### src/rtl/adc_ctrl_pkg.sv
package adc_ctrl_pkg;
  localparam logic [5:0] OFF_CFG  = 6'h00;
  localparam logic [5:0] OFF_DATA = 6'h04;
  localparam logic [5:0] OFF_EOC  = 6'h08;
  localparam logic [5:0] OFF_SMP  = 6'h0C;
  localparam logic [5:0] OFF_PWR  = 6'h10;
  localparam logic [5:0] OFF_DBG  = 6'h14;
  localparam logic [5:0] OFF_CNT  = 6'h20;
  localparam int BIT_START  = 4;
  localparam int BIT_SINGLE = 5;
endpackage

### src/rtl/adc_pwr_seq.sv
module adc_pwr_seq #(
  parameter int SETTLE_CYC = 6,
  localparam int SW = $clog2(SETTLE_CYC + 1)
) (
  input  logic clk,
  input  logic rst,
  input  logic pd_wr_en,
  input  logic pd_wr_val,
  output logic pwr_dn,
  output logic ready
);
  logic [SW-1:0] settle_q;

  always_ff @(posedge clk) begin
    if (rst) begin
      pwr_dn   <= 1'b1;
      settle_q <= '0;
    end else if (pd_wr_en && pd_wr_val) begin
      pwr_dn   <= 1'b1;
      settle_q <= '0;
    end else if (pd_wr_en && pwr_dn) begin
      pwr_dn   <= 1'b0;
      settle_q <= '0;
    end else if (!pwr_dn && settle_q != SW'(SETTLE_CYC)) begin
      settle_q <= settle_q + 1'b1;
    end
  end

  assign ready = !pwr_dn && (settle_q == SW'(SETTLE_CYC));
endmodule

### src/rtl/adc_conv_seq.sv
module adc_conv_seq #(
  parameter int CH_W  = 3,
  parameter int RES_W = 10,
  parameter int CNT_W = 16
) (
  input  logic             clk,
  input  logic             rst,
  input  logic             ready,
  input  logic             start_pend,
  input  logic [CH_W-1:0]  chan_in,
  input  logic             clr_eoc,
  input  logic             core_done,
  input  logic [RES_W-1:0] core_result,
  output logic             issue,
  output logic             core_start,
  output logic [CH_W-1:0]  core_chan,
  output logic             busy,
  output logic             eoc,
  output logic [RES_W-1:0] result,
  output logic [CH_W-1:0]  smp_chan,
  output logic [CNT_W-1:0] done_cnt
);
  logic capture;

  assign issue   = start_pend && ready && !busy;
  assign capture = busy && ready && core_done;

  always_ff @(posedge clk) begin
    if (rst) begin
      core_start <= 1'b0;
      core_chan  <= '0;
      busy       <= 1'b0;
      eoc        <= 1'b0;
      result     <= '0;
      smp_chan   <= '0;
      done_cnt   <= '0;
    end else begin
      core_start <= issue;
      if (issue) begin
        core_chan <= chan_in;
        busy      <= 1'b1;
      end else if (!ready) begin
        busy <= 1'b0;
      end
      if (capture) begin
        busy     <= 1'b0;
        result   <= core_result;
        smp_chan <= core_chan;
        eoc      <= 1'b1;
        done_cnt <= done_cnt + 1'b1;
      end
      if (clr_eoc) eoc <= 1'b0;
    end
  end
endmodule

### src/rtl/adc_regbank.sv
module adc_regbank
  import adc_ctrl_pkg::*;
#(
  parameter int DATA_W = 32,
  parameter int ADDR_W = 6,
  parameter int CH_W   = 3,
  parameter int RES_W  = 10,
  parameter int CNT_W  = 16
) (
  input  logic              clk,
  input  logic              rst,
  input  logic              bus_sel,
  input  logic              bus_wr,
  input  logic [ADDR_W-1:0] bus_addr,
  input  logic [DATA_W-1:0] bus_wdata,
  output logic [DATA_W-1:0] bus_rdata,
  input  logic              issue,
  input  logic              pwr_dn,
  input  logic              ready,
  input  logic              busy,
  input  logic              eoc,
  input  logic [RES_W-1:0]  result,
  input  logic [CH_W-1:0]   smp_chan,
  input  logic [CNT_W-1:0]  done_cnt,
  output logic              pd_wr_en,
  output logic              pd_wr_val,
  output logic              clr_eoc,
  output logic [CH_W-1:0]   cfg_chan,
  output logic              start_pend
);
  logic cfg_single;
  logic cfg_wr;
  logic [DATA_W-1:0] rd_mux;

  assign cfg_wr    = bus_sel && bus_wr && (bus_addr == ADDR_W'(OFF_CFG));
  assign pd_wr_en  = bus_sel && bus_wr && (bus_addr == ADDR_W'(OFF_PWR));
  assign pd_wr_val = bus_wdata[0];
  assign clr_eoc   = cfg_wr && bus_wdata[BIT_START];

  always_ff @(posedge clk) begin
    if (rst) begin
      cfg_chan   <= '0;
      cfg_single <= 1'b0;
      start_pend <= 1'b0;
    end else begin
      if (issue) start_pend <= 1'b0;
      if (cfg_wr) begin
        cfg_chan   <= bus_wdata[CH_W-1:0];
        cfg_single <= bus_wdata[BIT_SINGLE];
        start_pend <= bus_wdata[BIT_START];
      end
    end
  end

  always_comb begin
    rd_mux = '0;
    case (bus_addr)
      ADDR_W'(OFF_CFG): begin
        rd_mux[CH_W-1:0]   = cfg_chan;
        rd_mux[BIT_START]  = start_pend;
        rd_mux[BIT_SINGLE] = cfg_single;
      end
      ADDR_W'(OFF_DATA): rd_mux[RES_W-1:0] = result;
      ADDR_W'(OFF_EOC):  rd_mux[0] = eoc;
      ADDR_W'(OFF_SMP):  rd_mux[CH_W-1:0] = smp_chan;
      ADDR_W'(OFF_PWR):  rd_mux[0] = pwr_dn;
      ADDR_W'(OFF_DBG):  rd_mux[2:0] = {start_pend, busy, ready};
      ADDR_W'(OFF_CNT):  rd_mux[CNT_W-1:0] = done_cnt;
      default:           rd_mux = '0;
    endcase
  end

  always_ff @(posedge clk) begin
    if (rst) bus_rdata <= '0;
    else if (bus_sel && !bus_wr) bus_rdata <= rd_mux;
  end
endmodule

### src/rtl/adc_ctrl_top.sv
module adc_ctrl_top #(
  parameter int DATA_W     = 32,
  parameter int ADDR_W     = 6,
  parameter int NUM_CH     = 8,
  parameter int RES_W      = 10,
  parameter int CNT_W      = 16,
  parameter int SETTLE_CYC = 6,
  localparam int CH_W      = $clog2(NUM_CH)
) (
  input  logic              clk,
  input  logic              rst,
  input  logic              bus_sel,
  input  logic              bus_wr,
  input  logic [ADDR_W-1:0] bus_addr,
  input  logic [DATA_W-1:0] bus_wdata,
  output logic [DATA_W-1:0] bus_rdata,
  output logic              core_pwr_dn,
  output logic              core_start,
  output logic [CH_W-1:0]   core_chan,
  input  logic              core_done,
  input  logic [RES_W-1:0]  core_result
);
  logic pd_wr_en, pd_wr_val, pwr_dn, ready;
  logic clr_eoc, start_pend, issue, busy, eoc;
  logic [CH_W-1:0]  cfg_chan, smp_chan;
  logic [RES_W-1:0] result;
  logic [CNT_W-1:0] done_cnt;

  adc_pwr_seq #(.SETTLE_CYC(SETTLE_CYC)) u_pwr (
    .clk(clk), .rst(rst), .pd_wr_en(pd_wr_en), .pd_wr_val(pd_wr_val),
    .pwr_dn(pwr_dn), .ready(ready)
  );

  adc_conv_seq #(.CH_W(CH_W), .RES_W(RES_W), .CNT_W(CNT_W)) u_conv (
    .clk(clk), .rst(rst), .ready(ready), .start_pend(start_pend),
    .chan_in(cfg_chan), .clr_eoc(clr_eoc), .core_done(core_done),
    .core_result(core_result), .issue(issue), .core_start(core_start),
    .core_chan(core_chan), .busy(busy), .eoc(eoc), .result(result),
    .smp_chan(smp_chan), .done_cnt(done_cnt)
  );

  adc_regbank #(.DATA_W(DATA_W), .ADDR_W(ADDR_W), .CH_W(CH_W),
                .RES_W(RES_W), .CNT_W(CNT_W)) u_regs (
    .clk(clk), .rst(rst), .bus_sel(bus_sel), .bus_wr(bus_wr),
    .bus_addr(bus_addr), .bus_wdata(bus_wdata), .bus_rdata(bus_rdata),
    .issue(issue), .pwr_dn(pwr_dn), .ready(ready), .busy(busy), .eoc(eoc),
    .result(result), .smp_chan(smp_chan), .done_cnt(done_cnt),
    .pd_wr_en(pd_wr_en), .pd_wr_val(pd_wr_val), .clr_eoc(clr_eoc),
    .cfg_chan(cfg_chan), .start_pend(start_pend)
  );

  assign core_pwr_dn = pwr_dn;
endmodule

### config.mk
export PLATFORM = sky130hd
export DESIGN_NAME = adc_ctrl_top
export DESIGN_NICKNAME = d
export VERILOG_FILES = /design/src/rtl/adc_ctrl_pkg.sv /design/src/rtl/adc_pwr_seq.sv /design/src/rtl/adc_conv_seq.sv /design/src/rtl/adc_regbank.sv /design/src/rtl/adc_ctrl_top.sv
export SDC_FILE = /design/constraint.sdc
export NUM_CORES = 1
export LEC_CHECK = 0
export ABC_AREA = 1
export BUFFER_PORTS_ARGS = -buffer_cell sky130_fd_sc_hd__buf_2
export CORE_UTILIZATION = 45
export CTS_CLUSTER_DIAMETER = 50
export CTS_CLUSTER_SIZE = 30
export DETAILED_ROUTE_END_ITERATION = 16
export HOLD_SLACK_MARGIN = 0.02
export PLACE_DENSITY = 0.8
export RECOVER_POWER = 25
export SKIP_LAST_GASP = 1
export SYNTH_ARGS = -nofsm -noshare
export SYNTH_HDL_FRONTEND = slang
export SYNTH_SLANG_ARGS = --single-unit
### constraint.sdc
create_clock -name clk -period 1.37 [get_ports clk]
set_input_delay 0.0685 -clock clk [delete_from_list [all_inputs] [get_ports clk]]
set_output_delay 0.0685 -clock clk [all_outputs]
set_load 0.01 [all_outputs]
==> summary.md <==
| Metric | Value |
|---|---|
| Initial Util | `0.470` |
| Synth Instances | `396` |
| CP most frequent cell | `nand2_4` |
| Gr ovfl total | `0` |
| #FFs+latches synth | `60` |
| Vias in the first global route | `2590` |
| DRC viols | `0` |
| CTS tree | `built` |
| Worst EP required | `1.60 ns` |
| RSZ-0062 raised after global routing | `true` |
| Failing checks | `negative setup slack` |
| Global-route usage over all layers | `0.232` |
| Fillers | `519` |
| Clock Skew | `0.00962 ns` |
| Max-slew violations | `0` |
| Pre-CTS WS | `-0.129 ns` |
| PD cells | `952 mW/mm^2` |
| Die area | `0.00657 sq mm` |
| Worst Path Buf+Inv | `1` |
| CP Cell Sequence | `inv_2 > ha_4 > nand2_4 > nor2_4 > nand2_4 > nor2_8 > nand2_4 > nor2_4 > xor2_1 > nor2_1` |
| Fin. Hold Viols | `0` |
| Total number of vias | `2884` |
| Drt total wl | `7.22 mm` |
| Seq/Total Area, Yosys | `0.427` |
| FF+latch area | `0.00120 sq mm` |
| Yosys warning count | `0` |
| Maximum VDD drop | `0.000485 V` |
| Hold crit path type | `in -> reg` |
| Syn avg cell area | `7.11 sq um` |
| Synth top area share | `0.427` |
| I/O Buffers | `46` |
| Initial antenna violation count | `0` |
| H-tree depth | `3` |
| Syn Std Cell Area | `0.00281 sq mm` |
| Clk Tree Root Cell | `clkbuf_8` |
| Worst path max stage delay | `0.33 ns` |
| Pin count of the biggest net entering global routing | `44` |
| Post-DP Area | `0.00324 sq mm` |
| Clk slew on worst S/H paths | `0.07 ns` |
| Area Overhead vs Synth | `30.6%` |
| # IOs | `90` |
| Total power | `3.50 mW` |
| Setup WS post-layout | `-0.175 ns` |
| Nets@finish | `542` |
| Post-DRT Antenna Nets | `0` |
| Final instance area | `0.00367 sq mm` |
| GP Congestion | `0.831` |
| Final period utilization | `1.13` |
| Status | `finished with violations` |
| Share of layout cells above drive strength 1 | `0.256` |
| Critical Path End Type | `flip-flop` |
| Top Family by Delay on Critical Path | `simple AND/OR/NAND/NOR gates` |
| Die Ht | `81.1 microns` |
| Wirelength per Cell | `12.8 microns` |
| Via density | `5.11` |
| Final setup vio count | `35` |
| Worst skew pair latency | `0.34 ns` |
| Leakage | `1.64 nW` |
| Total CTS buffers | `9` |
| Kind of critical path | `reg -> reg` |
| Global-route wire length before repair | `11.6 mm` |
| Synth cell types | `31` |
| Max cap viols | `0` |
| Final HPWL DP | `4.88 mm` |
| Startpoint Class | `flip-flop` |
| CP max FO | `4` |
| Crit path DAT | `1.77 ns` |
| Fin crit period | `1.55 ns` |
| Diodes inserted | `0` |
| Clock Path Buffers | `2` |
| Die width | `81.1 microns` |
| Synth top area cells | `dfxtp_1 (43%), nor2_1 (9.3%), nand2_1 (8.3%)` |
| DRT Pass-1 Iters | `5` |
| # rows | `28` |
| Max frequency | `0.647 GHz` |
| Dominant cell type by area after synthesis | `dfxtp_1` |
| Core area | `0.00599 sq mm` |
| Multi-input logic area | `0.00142 sq mm` |
| DRT iter0 DRCs | `273` |
| Sink Count | `60` |
| Critical-path top delay cell | `dfxtp_2` |
-- routing by layer --
metal / up-vias / wire length [microns] / track usage
li1: 1422 / - / -
met1: 1334 / 3060 / 0.291
met2: 115 / 3530 / 0.376
met3: 13 / 505 / 0.0506
met4: 0 / 127 / 0.114
met5: - / 0 / 0
-- through the flow --
step,hold slack [ns],setup TNS [ns],util,instances
CTS,0.110,-3.20,0.609,563
detailed placement,0.265,-1.56,0.541,529
global route,0.131,-6.17,0.613,564
floorplan,0.159,-0.0277,-,411
global placement,0.259,-0.461,0.541,529
finish,0.126,-3.05,0.613,564
-- sequential cells by signal, indices dropped and copies added (netlist names) --
| signal | cells |
|---|---|
| u_conv.core_start | 1 |
| u_conv.eoc | 1 |
| u_regs.cfg_chan | 3 |
| u_conv.smp_chan | 3 |
| u_conv.result | 10 |
| u_pwr.pwr_dn | 1 |
| u_conv.done_cnt | 16 |
| u_regs.cfg_single | 1 |
| u_conv.core_chan | 3 |
| u_conv.busy | 1 |
| u_regs.start_pend | 1 |
| u_regs.bus_rdata | 16 |
| u_pwr.settle_q | 3 |
-- cell families (layout without fill, tap and decap cells) --
logic type                 Yosys count  count (layout)  synth area share
AOI/OAI and AO/OA                   84              84             0.155
and+or+nand+nor                    174             174             0.279
DFF                                 60              60             0.427
other                                1              16           0.00133
adders and majority gates            3               3            0.0133
xor gates and xnor gates             2               2           0.00623
buffers and inverters               72             150             0.118
-- worst paths after layout --
path	from	endpoint	slack [ns]	cells after the start
max	u_pwr.settle_q[0]$_SDFFE_PP0P_	u_conv.done_cnt[9]$_SDFFE_PP0P_	-0.18	10
max reg2reg	u_pwr.settle_q[0]$_SDFFE_PP0P_	u_conv.done_cnt[9]$_SDFFE_PP0P_	-0.18	10
min	rst	u_regs.bus_rdata[0]$_SDFFE_PP0P_	0.13	3
min reg2reg	u_regs.bus_rdata[0]$_SDFFE_PP0P_	u_regs.bus_rdata[0]$_SDFFE_PP0P_	0.47	2
-- synth_stat cells (all sizes together) --
| library cell | instances |
|---|---|
| nor2 | 79 |
| nand2 | 66 |
| dfxtp | 60 |
| inv | 45 |
| o21ai | 45 |
| a21oi | 30 |
| buf | 18 |
| nand3 | 15 |
| clkbuf | 8 |
| nor3 | 8 |
| nand4 | 5 |
| o22ai | 4 |
| ha | 3 |
| a31oi | 2 |
| xor2 | 2 |
| a211oi | 1 |
| a22oi | 1 |
| clkinv | 1 |
| conb | 1 |
| o211ai | 1 |
| or2 | 1 |
-- layout by cell type (no fill, tap or decap), types with 14 or more instances in the layout --
master	netlist	final
a21oi_1	30	26
buf_2	2	40
buf_4	16	26
conb_1	1	16
dfxtp_1	60	59
dlygate4sd3_1	0	15
inv_1	38	37
nand2_1	62	59
nand3_1	13	14
nor2_1	70	68
o21ai_0	30	22
o21ai_1	15	18
-- power by group --
group	total (mW)	switching, mW	internal (mW)	leakage (nW)
combinational	0.285	0.168	0.117	1.06
clock	1.44	0.658	0.778	0.0941
sequential	1.78	0.0112	1.77	0.486
total	3.50	0.837	2.66	1.64
-- cell type report --
class / instances / share of cell area
Tap cell: 75 / 0.0255
Multi-Input combinational cell: 279 / 0.386
Timing Repair Buffer: 90 / 0.166
Sequential cell: 60 / 0.327
Clock inverter: 2 / 0.00272
Clock buffer: 12 / 0.0449
Inverter: 46 / 0.0470
-- worst register-to-register path, stage by stage, from the launching register on --
cell,delay [ns]
dfxtp_2,0.33
inv_2,0.08
ha_4,0.14
nand2_4,0.05
nor2_4,0.19
nand2_4,0.10
nor2_8,0.10
nand2_4,0.07
nor2_4,0.12
xor2_1,0.18
nor2_1,0.06
-- what timing repair did --
| action | 4_1_cts | 5_1_grt |
|---|---|---|
| setup buffers | 5 | 1 |
| hold buffers | 15 | 0 |
| gates resized for setup | 19 | 11 |
| pin swaps | 8 | 7 |
| endpoints found under the hold margin | 16 | 0 |
| setup endpoints to repair | 33 | 37 |
No activity file was read; power rests on OpenSTA's default activity.
